### src/rtl/msg_pkg.sv
package msg_pkg;
   localparam int unsigned RGN_MAX = 4;

   typedef enum logic {
      RT_FWD = 1'b0,
      RT_BLK = 1'b1
   } route_e;
endpackage

### src/rtl/sec_attr_lookup.sv
module sec_attr_lookup #(
   parameter int unsigned AW      = 32,
   parameter int unsigned NUM_RGN = 2,
   parameter logic [msg_pkg::RGN_MAX-1:0][AW-1:0] RGN_BASE  = '0,
   parameter logic [msg_pkg::RGN_MAX-1:0][AW-1:0] RGN_LIMIT = '0
) (
   input  logic [AW-1:0] addr_i,
   output logic          secure_o
);
   logic [NUM_RGN-1:0] hit;

   for (genvar g = 0; g < NUM_RGN; g++) begin : g_rgn
      assign hit[g] = (addr_i >= RGN_BASE[g]) && (addr_i <= RGN_LIMIT[g]);
   end

   assign secure_o = |hit;
endmodule

### src/rtl/reject_rsp.sv
module reject_rsp (
   input  logic clk,
   input  logic rst_n,
   input  logic take_i,
   input  logic err_sel_i,
   input  logic done_i,
   output logic pend_o,
   output logic err_o
);
   always_ff @(posedge clk or negedge rst_n) begin
      if (!rst_n) begin
         pend_o <= 1'b0;
         err_o  <= 1'b0;
      end else if (take_i) begin
         pend_o <= 1'b1;
         err_o  <= err_sel_i;
      end else if (pend_o && done_i) begin
         pend_o <= 1'b0;
      end
   end
endmodule

### src/rtl/fail_irq.sv
module fail_irq (
   input  logic clk,
   input  logic rst_n,
   input  logic set_i,
   input  logic clr_i,
   output logic irq_o
);
   always_ff @(posedge clk or negedge rst_n) begin
      if (!rst_n)     irq_o <= 1'b0;
      else if (clr_i) irq_o <= 1'b0;
      else if (set_i) irq_o <= 1'b1;
   end
endmodule

### src/rtl/mst_sec_gate.sv
module mst_sec_gate #(
   parameter int unsigned AW      = 32,
   parameter int unsigned DW      = 32,
   parameter int unsigned NUM_RGN = 2,
   parameter int unsigned MAX_OUT = 2,
   parameter logic [msg_pkg::RGN_MAX-1:0][AW-1:0] RGN_BASE =
      {32'h0000_0000, 32'h0000_0000, 32'h3000_0000, 32'h1000_0000},
   parameter logic [msg_pkg::RGN_MAX-1:0][AW-1:0] RGN_LIMIT =
      {32'h0000_0000, 32'h0000_0000, 32'h3000_FFFF, 32'h1FFF_FFFF}
) (
   input  logic          clk,
   input  logic          rst_n,
   input  logic          cfg_nonsec_i,
   input  logic          cfg_err_resp_i,
   input  logic          irq_clr_i,
   input  logic          up_req_valid_i,
   output logic          up_req_ready_o,
   input  logic [AW-1:0] up_req_addr_i,
   input  logic          up_req_write_i,
   input  logic [DW-1:0] up_req_wdata_i,
   output logic          up_rsp_valid_o,
   input  logic          up_rsp_ready_i,
   output logic [DW-1:0] up_rsp_rdata_o,
   output logic          up_rsp_err_o,
   output logic          dn_req_valid_o,
   input  logic          dn_req_ready_i,
   output logic [AW-1:0] dn_req_addr_o,
   output logic          dn_req_write_o,
   output logic [DW-1:0] dn_req_wdata_o,
   output logic          dn_req_nonsec_o,
   input  logic          dn_rsp_valid_i,
   output logic          dn_rsp_ready_o,
   input  logic [DW-1:0] dn_rsp_rdata_i,
   input  logic          dn_rsp_err_i,
   output logic          irq_o
);
   import msg_pkg::*;

   localparam int unsigned CW = $clog2(MAX_OUT + 1);
   localparam logic [CW-1:0] MAX_C = CW'(MAX_OUT);

   if (NUM_RGN < 1 || NUM_RGN > RGN_MAX) begin : g_bad_rgn
      $error("mst_sec_gate: NUM_RGN must lie in 1..4");
   end
   if (MAX_OUT < 1) begin : g_bad_out
      $error("mst_sec_gate: MAX_OUT must be at least 1");
   end

   logic          tgt_secure;
   route_e        route;
   logic          lpend;
   logic          lerr;
   logic [CW-1:0] out_cnt;
   logic          room;
   logic          idle_dn;
   logic          rej_take;
   logic          fwd_take;
   logic          rsp_take;

   sec_attr_lookup #(
      .AW(AW), .NUM_RGN(NUM_RGN), .RGN_BASE(RGN_BASE), .RGN_LIMIT(RGN_LIMIT)
   ) u_lookup (
      .addr_i   (up_req_addr_i),
      .secure_o (tgt_secure)
   );

   assign route   = (cfg_nonsec_i && tgt_secure) ? RT_BLK : RT_FWD;
   assign room    = out_cnt < MAX_C;
   assign idle_dn = out_cnt == '0;

   // Request side
   assign dn_req_valid_o  = up_req_valid_i && (route == RT_FWD) && !lpend && room;
   assign dn_req_addr_o   = up_req_addr_i;
   assign dn_req_write_o  = up_req_write_i;
   assign dn_req_wdata_o  = up_req_wdata_i;
   assign dn_req_nonsec_o = cfg_nonsec_i || !tgt_secure;

   always_comb begin
      if (route == RT_BLK) up_req_ready_o = !lpend && idle_dn;
      else                 up_req_ready_o = !lpend && room && dn_req_ready_i;
   end

   assign rej_take = up_req_valid_i && (route == RT_BLK) && !lpend && idle_dn;
   assign fwd_take = dn_req_valid_o && dn_req_ready_i;
   assign rsp_take = dn_rsp_valid_i && dn_rsp_ready_o;

   // Outstanding forwarded responses
   always_ff @(posedge clk or negedge rst_n) begin
      if (!rst_n) out_cnt <= '0;
      else if (fwd_take && !rsp_take) out_cnt <= out_cnt + CW'(1);
      else if (!fwd_take && rsp_take && !idle_dn) out_cnt <= out_cnt - CW'(1);
   end

   reject_rsp u_rej (
      .clk       (clk),
      .rst_n     (rst_n),
      .take_i    (rej_take),
      .err_sel_i (cfg_err_resp_i),
      .done_i    (up_rsp_ready_i),
      .pend_o    (lpend),
      .err_o     (lerr)
   );

   // Response side: the local response wins; a refusal is taken only when idle
   assign dn_rsp_ready_o = !lpend && up_rsp_ready_i;
   assign up_rsp_valid_o = lpend || dn_rsp_valid_i;
   assign up_rsp_rdata_o = lpend ? '0   : dn_rsp_rdata_i;
   assign up_rsp_err_o   = lpend ? lerr : dn_rsp_err_i;

   fail_irq u_irq (
      .clk   (clk),
      .rst_n (rst_n),
      .set_i (rej_take),
      .clr_i (irq_clr_i),
      .irq_o (irq_o)
   );
endmodule

### config.mk
export PLATFORM = sky130hd
export DESIGN_NAME = mst_sec_gate
export DESIGN_NICKNAME = d
export VERILOG_FILES = /design/src/rtl/msg_pkg.sv /design/src/rtl/sec_attr_lookup.sv /design/src/rtl/reject_rsp.sv /design/src/rtl/fail_irq.sv /design/src/rtl/mst_sec_gate.sv
export SDC_FILE = /design/constraint.sdc
export NUM_CORES = 1
export LEC_CHECK = 0
export ABC_AREA = 1
export BUFFER_PORTS_ARGS = -buffer_cell sky130_fd_sc_hd__buf_2
export CAP_MARGIN = 20
export CORE_AREA = 2 2 81 83
export CTS_CLUSTER_DIAMETER = 80
export CTS_CLUSTER_SIZE = 25
export DETAILED_ROUTE_END_ITERATION = 7
export DIE_AREA = 0 0 83 85
export GPL_ROUTABILITY_DRIVEN = 0
export GPL_TIMING_DRIVEN = 0
export SETUP_SLACK_MARGIN = 0.1
export SYNTH_ARGS = -nofsm -noshare
export SYNTH_HDL_FRONTEND = slang
export SYNTH_SLANG_ARGS = --single-unit
### constraint.sdc
create_clock -name clk -period 1.26 [get_ports clk]
set_input_delay 0.126 -clock clk [delete_from_list [all_inputs] [get_ports clk]]
set_output_delay 0.126 -clock clk [all_outputs]
set_load 0.01 [all_outputs]
# Word-level counts from Yosys, hierarchy flattened
# Cells that the tools add are included.
# word_totals
word_cells	53
regBits	5
out_inout_bits	104
inputBits	107
# op_classes
reduce_logical	31
bitwise_logic	1
n_lt_le_gt_ge	5
n_mux	10
add_sub_neg	2
# ops
op	n
$ge A32 B29 Y1 const B	1
$ge A32 B30 Y1 const B	1
$le A32 B29 Y1 const B	1
$le A32 B30 Y1 const B	1
$mux W32	1
$logic_and A1 B1 Y1	19
$mux W1	7
$reduce_bool A2 Y1	3
$logic_not A1 Y1	5
$mux W2	2
$add A2 B1 Y2 const B	1
$logic_not A2 Y1	1
$logic_or A1 B1 Y1	2
$lt A2 B2 Y1 const B	1
$reduce_or A2 Y1	1
$sub A2 B1 Y2 const B	1
$not A1 Y1	1

# Longest topological paths before layout
# depth
word_depth	15
ltp_mapped	11

# By module
# Synthesis repeated with hierarchy kept, for this count alone.
# unflattened
cells_unflattened	195
area_unflattened_um2	1141.1
# by_module_without_submodules
module	n_inst	cells_each	area_each_um2
mst_sec_gate	1	169	972.2
reject_rsp	1	9	76.3
sec_attr_lookup	1	14	60.1
fail_irq	1	3	32.5

# Worst setup path after synthesis
# Ideal clock, no wire load.
# synth_timing
path_type	register to register
startpoint	register out_cnt[0]
endpoint	register u_rej.err_o
slack_ns	-0.023
stages_incl_launch_ff	7
setup_time_ns	0.118
arrival_ns	1.166
n_path_buf	0
period_less_slack_ns	1.283
cell_sequence	dfrtp_1 -> or2_1 -> nor2_1 -> nand4_1 -> or2_4 -> nor2_2 -> a21oi_2
# synth_via
elab_chain_cells	2
# synth_lines
element	line_no	text
start, declared	mst_sec_gate.sv:53	logic [CW-1:0] out_cnt;
start signal, assigned	mst_sec_gate.sv:90	else if (fwd_take && !rsp_take) out_cnt <= out_cnt + CW'(1);
start signal, assigned	mst_sec_gate.sv:91	else if (!fwd_take && rsp_take && !idle_dn) out_cnt <= out_cnt - CW'(1);
$logic_not A2 Y1	mst_sec_gate.sv:69	assign idle_dn = out_cnt == '0;
$logic_and A1 B1 Y1	mst_sec_gate.sv:83	assign rej_take = up_req_valid_i && (route == RT_BLK) && !lpend && idle_dn;
end signal, assigned	reject_rsp.sv:16	err_o <= err_sel_i;
end, declared	reject_rsp.sv:8	output logic err_o
# Every way passes these cells.
# A chain may end at the register's enable or synchronous reset.

# Final worst setup path
# layout_timing
startpoint	register u_rej.pend_o
endpoint	output up_rsp_valid_o
# layout_via
elab_chain_cells	1
# layout_lines
element	line_no	text
start, declared	reject_rsp.sv:7	output logic pend_o,
start signal, assigned	reject_rsp.sv:12	pend_o <= 1'b0;
start signal, assigned	reject_rsp.sv:15	pend_o <= 1'b1;
start signal, assigned	reject_rsp.sv:18	pend_o <= 1'b0;
$logic_or A1 B1 Y1	mst_sec_gate.sv:106	assign up_rsp_valid_o = lpend || dn_rsp_valid_i;
end, declared	mst_sec_gate.sv:21	output logic up_rsp_valid_o,
# Every way passes these cells.

==> flow_summary.html <==
<table>
<tr><th>Metric</th><th>Value</th></tr>
<tr><th colspan="2">Finish</th></tr>
<tr><td>Layout Utilization</td><td>between 40% and 50%</td></tr>
<tr><td>Post-layout net count</td><td>476</td></tr>
<tr><td>Sequential Area</td><td>between 100 and 150 sq um</td></tr>
<tr><td>Area used by multi-input combinational logic</td><td>622 sq um</td></tr>
<tr><td>ANT cells</td><td>0</td></tr>
<tr><td>Signed area change from the synthesized netlist to the final layout</td><td>147%</td></tr>
<tr><td>Layout fillers</td><td>slightly above 600</td></tr>
<tr><td>Ratio of cells with drive above 1 in the final layout</td><td>79.3%</td></tr>
<tr><th colspan="2">Synthesis</th></tr>
<tr><td>Largest family of logic cells by synthesized area</td><td>buffers and inverters</td></tr>
<tr><td>Library cell with the highest instance count after synthesis</td><td>sky130_fd_sc_hd__buf_4</td></tr>
<tr><td>Cell Area, Synth</td><td>between 0.001 and 0.0015 sq mm</td></tr>
<tr><td>Most area-consuming cells after synthesis</td><td>sky130_fd_sc_hd__buf_4 43%, sky130_fd_sc_hd__inv_1 14%, sky130_fd_sc_hd__nor2_1 14%</td></tr>
<tr><td>Post-Synth Adder-Cell Area</td><td>0%</td></tr>
<tr><td>Number of storage elements in the synthesis netlist</td><td>5</td></tr>
<tr><td>Number of enable-type register cells in the synthesized netlist</td><td>0</td></tr>
<tr><td>Instance count of the mapped netlist</td><td>190</td></tr>
<tr><td>Post-synth top cells</td><td>65 x sky130_fd_sc_hd__buf_4, 41 x sky130_fd_sc_hd__inv_1, 41 x sky130_fd_sc_hd__nor2_1, 12 x sky130_fd_sc_hd__nand2_1</td></tr>
<tr><td>Complex-gate fraction of the synthesized area</td><td>under 10%</td></tr>
<tr><td>Synth Net Count</td><td>about 300</td></tr>
<tr><td>Share of the synthesized netlist area taken by xor and xnor gates</td><td>0%</td></tr>
<tr><td>Area share of the largest cell type after synthesis</td><td>43.2%</td></tr>
<tr><td>Multiplexer fraction of the synthesized cell area</td><td>0%</td></tr>
<tr><td>Top cell type by total area after synthesis</td><td>sky130_fd_sc_hd__buf_4</td></tr>
<tr><td>Simple-gate share of the synthesized area</td><td>27.7%</td></tr>
<tr><td>Number of distinct library cells after synthesis</td><td>21</td></tr>
<tr><td>Synth async-reset ratio</td><td>100%</td></tr>
<tr><td>Share of the yosys chip area belonging to registers</td><td>11.1%</td></tr>
<tr><td>Yosys Warn Count</td><td>0</td></tr>
<tr><td>Most used flip-flop cell after synthesis</td><td>sky130_fd_sc_hd__dfrtp_1</td></tr>
<tr><td>Syn_area_per_cell</td><td>5.94 sq um</td></tr>
<tr><th colspan="2">STA</th></tr>
<tr><td>Final setup violation count</td><td>37</td></tr>
<tr><td>Min Tclk post-route</td><td>1420 ps</td></tr>
<tr><td>Largest clock skew in the final design</td><td>~0.19 ps</td></tr>
<tr><td>Max Freq</td><td>703 MHz</td></tr>
<tr><td>Period utilisation layout</td><td>113%</td></tr>
<tr><td>Max-slew violations</td><td>0</td></tr>
<tr><td>Smallest setup slack after layout</td><td>-163 ps</td></tr>
<tr><td>Max-Slew Margin vs Limit</td><td>87.9%</td></tr>
<tr><td>Final hold violation count</td><td>0</td></tr>
<tr><td>Setup repair after global routing missed its margin</td><td>true</td></tr>
<tr><td>Transition time of the tightest slew-check pin</td><td>181 ps</td></tr>
<tr><td>Total negative setup slack</td><td>-2410 ps</td></tr>
<tr><th colspan="2">Worst setup path</th></tr>
<tr><td>Cell family contributing the most delay on the critical path</td><td>flip-flops</td></tr>
<tr><td>Critical R2R Launch</td><td>out_cnt[1]$_DFFE_PN0P_</td></tr>
<tr><td>Req. time, crit path</td><td>approximately 1100 ps</td></tr>
<tr><td>Kind of end point of the critical path</td><td>output pin</td></tr>
<tr><td>Buffering stage count on the worst path with inverters included</td><td>3</td></tr>
<tr><td>Chain of cells forming the critical path</td><td>buf_12 &gt; buf_4 &gt; or2_4 &gt; buf_6</td></tr>
<tr><td>CP arrival</td><td>roughly 1300 ps</td></tr>
<tr><td>CP max stage delay</td><td>around 440 ps</td></tr>
<tr><td>CP startpoint kind</td><td>flop</td></tr>
<tr><td>Startpoint of the most critical setup path</td><td>u_rej.pend_o$_DFFE_PN0P_</td></tr>
<tr><td>Slowest library cell on the worst path</td><td>sky130_fd_sc_hd__dfrtp_2</td></tr>
<tr><td>Worst Setup Path Type</td><td>reg2out</td></tr>
<tr><td>Crit-path max FO</td><td>7</td></tr>
<tr><th colspan="2">Clock tree</th></tr>
<tr><td>Number of clock sinks seen by CTS</td><td>5</td></tr>
<tr><td>Number of buffers created by CTS</td><td>3</td></tr>
<tr><td>Clock latency on the worst-skew pair</td><td>approximately 220 ps</td></tr>
<tr><td>Clock input transition at the sequential cells of the worst setup and hold paths</td><td>about 30 ps</td></tr>
<tr><td>Clock H-tree levels</td><td>1</td></tr>
<tr><td>Root Buffer Master</td><td>sky130_fd_sc_hd__clkbuf_8</td></tr>
<tr><td>Clock tree from TritonCTS</td><td>built</td></tr>
<tr><td>Clk buf depth</td><td>2</td></tr>
<tr><th colspan="2">Global route</th></tr>
<tr><td>Total overflow reported by the global router</td><td>0</td></tr>
<tr><td>GRT Resource Usage Total</td><td>~10%</td></tr>
<tr><td>Wire length of the first global-routing pass</td><td>5.93 mm</td></tr>
<tr><td>Largest net degree at the start of global routing</td><td>11</td></tr>
<tr><td>Antenna violations before repair</td><td>0</td></tr>
<tr><td>Via count of the first global-routing pass</td><td>1387</td></tr>
<tr><th colspan="2">Power</th></tr>
<tr><td>Cell area power density</td><td>605 mW/mm^2</td></tr>
<tr><td>Total leakage power</td><td>0.00163 uW</td></tr>
<tr><td>Maximum resistive drop on vdd</td><td>roughly 390 uV</td></tr>
<tr><th colspan="2">Routing</th></tr>
<tr><td>Detailed-route wire length on metal 1</td><td>1.48 mm</td></tr>
<tr><td>Met3 wirelength from detailed routing</td><td>between 400 and 500 um</td></tr>
<tr><td>Iteration count of the initial detailed-routing pass</td><td>4</td></tr>
<tr><td>DRT Wirelength</td><td>4.61 mm</td></tr>
<tr><td>Antenna viol nets, final</td><td>0</td></tr>
<tr><td>Post-DR wirelength/cell</td><td>10.3 um</td></tr>
<tr><td>Routed vias</td><td>1656</td></tr>
<tr><td>Number of DRC violations after detailed-routing iteration 0</td><td>22</td></tr>
<tr><td>Met2 wire length</td><td>2.64 mm</td></tr>
<tr><td>Drc violations</td><td>0</td></tr>
<tr><td>Highest metal layer with signal wires</td><td>met4</td></tr>
<tr><td>Drt via density</td><td>3.72</td></tr>
<tr><th colspan="2">Min path</th></tr>
<tr><td>Path category of the worst min-delay check</td><td>in2reg</td></tr>
<tr><td>Startpoint of the worst hold path</td><td>irq_clr_i</td></tr>
<tr><th colspan="2">Die</th></tr>
<tr><td>Core region area</td><td>between 0.006 and 0.007 sq mm</td></tr>
<tr><td>Row cnt</td><td>29</td></tr>
<tr><td>Initial core utilization</td><td>18.2%</td></tr>
<tr><td>Chip Height</td><td>85 um</td></tr>
<tr><td>Full die area</td><td>about 0.007 sq mm</td></tr>
<tr><td>I/O pin cnt</td><td>211</td></tr>
<tr><td>Die W</td><td>83 um</td></tr>
<tr><th colspan="2">Place</th></tr>
<tr><td>Post-DP HPWL</td><td>3.45 mm</td></tr>
<tr><td>Count of port buffers added during placement</td><td>around 160</td></tr>
<tr><th colspan="2">Run</th></tr>
<tr><td>Total of max-cap violations</td><td>0</td></tr>
<tr><th colspan="2">Run status</th></tr>
<tr><td>Result of the run</td><td>complete, but fails checks</td></tr>
<tr><td>Violations in the final reports</td><td>setup timing</td></tr>
</table>
## registers in the layout, indices dropped and copies added (netlist names)
signal,flops
out_cnt,2
u_irq.irq_o,1
u_rej.err_o,1
u_rej.pend_o,1
## layout by cell type (no fill, tap or decap), drive strengths merged
| cell | count |
|---|---|
| buf | 239 |
| nor2 | 42 |
| inv | 41 |
| nand2 | 13 |
| clkbuf | 7 |
| dfrtp | 5 |
| nand3 | 5 |
| or2 | 3 |
| o21ai | 3 |
| nor3 | 2 |
| nand4 | 2 |
| a21oi | 2 |
| and2 | 1 |
| nand3b | 1 |
| nor3b | 1 |
| dlygate4sd3 | 1 |
## layout make-up
type                            count  area share (%)
Buffer                             69            20.3
Clock buffer                        4            1.61
Inverter                           41            5.60
Multi-Input combinational cell     75            22.3
Sequential cell                     5            4.53
Tap cell                           77            3.45
Timing Repair Buffer              174            42.2
## cell families after synthesis
family	count (synthesis)
DFF	5
and+or+nand+nor	70
AOI/OAI and AO/OA	5
buffers and inverters	110
## per-stage QoR
stage | worst slack, ps | cell area [sq um] | power (uW) | hold slack (ps) | std cells
after floorplan | -23.5 | 1130 | 692 | -170 | 190
after global placement | -162 | 2030 | 1010 | -52.7 | 428
after detailed placement | -155 | 2030 | 1030 | -53.5 | 428
after CTS | -181 | 2150 | 1440 | 51.3 | 436
after global routing | -234 | 2790 | 1820 | 51.5 | 445
final | -163 | 2790 | 1690 | 61.0 | 445
## what timing repair did
item / in CTS / in global routing
hold buffers: 1 / 0
hold endpoints to repair: 5 / 0
resized for setup: 12 / 123
endpoints found under the setup margin: 42 / 42
cloned: 0 / 4
setup buffers: 3 / 5
pin swaps: 5 / 41
## worst paths after layout
check                                           endpoint  slack (ps)  depth (start not counted)
min in group asynchronous        u_irq.irq_o$_DFFE_PN0P_         260                          2
worst max register to register   u_rej.err_o$_DFFE_PN0P_        -120                          6
worst max-delay path                      up_rsp_valid_o        -160                          4
max in group asynchronous       u_rej.pend_o$_DFFE_PN0P_         860                          2
worst min-delay path             u_irq.irq_o$_DFFE_PN0P_          60                          2
worst min register to register   u_irq.irq_o$_DFFE_PN0P_         520                          2
## worst register-to-register path, delay by kind of cell (launching register included)
kind	cells	cell delay [ps]
AOI/OAI and AO/OA	1	40
DFF	1	370
and+or+nand+nor	5	860
## report_power, final
part / internal, uW / total (uW) / switching, uW
sequential: 204 / 225 / 20.3
combinational: 662 / 1170 / 509
clock: 217 / 294 / 77.2
total: 1080 / 1690 / 607
## per-layer routing
| metal | vias up | global-route usage [%] |
|---|---|---|
| li1 | 842 | - |
| met1 | 698 | 11.6 |
| met2 | 112 | 18.8 |
| met3 | 4 | 2.63 |
| met4 | 0 | 1.79 |
| met5 | - | 0 |
Note: power is estimated with default switching activity, not from simulation.
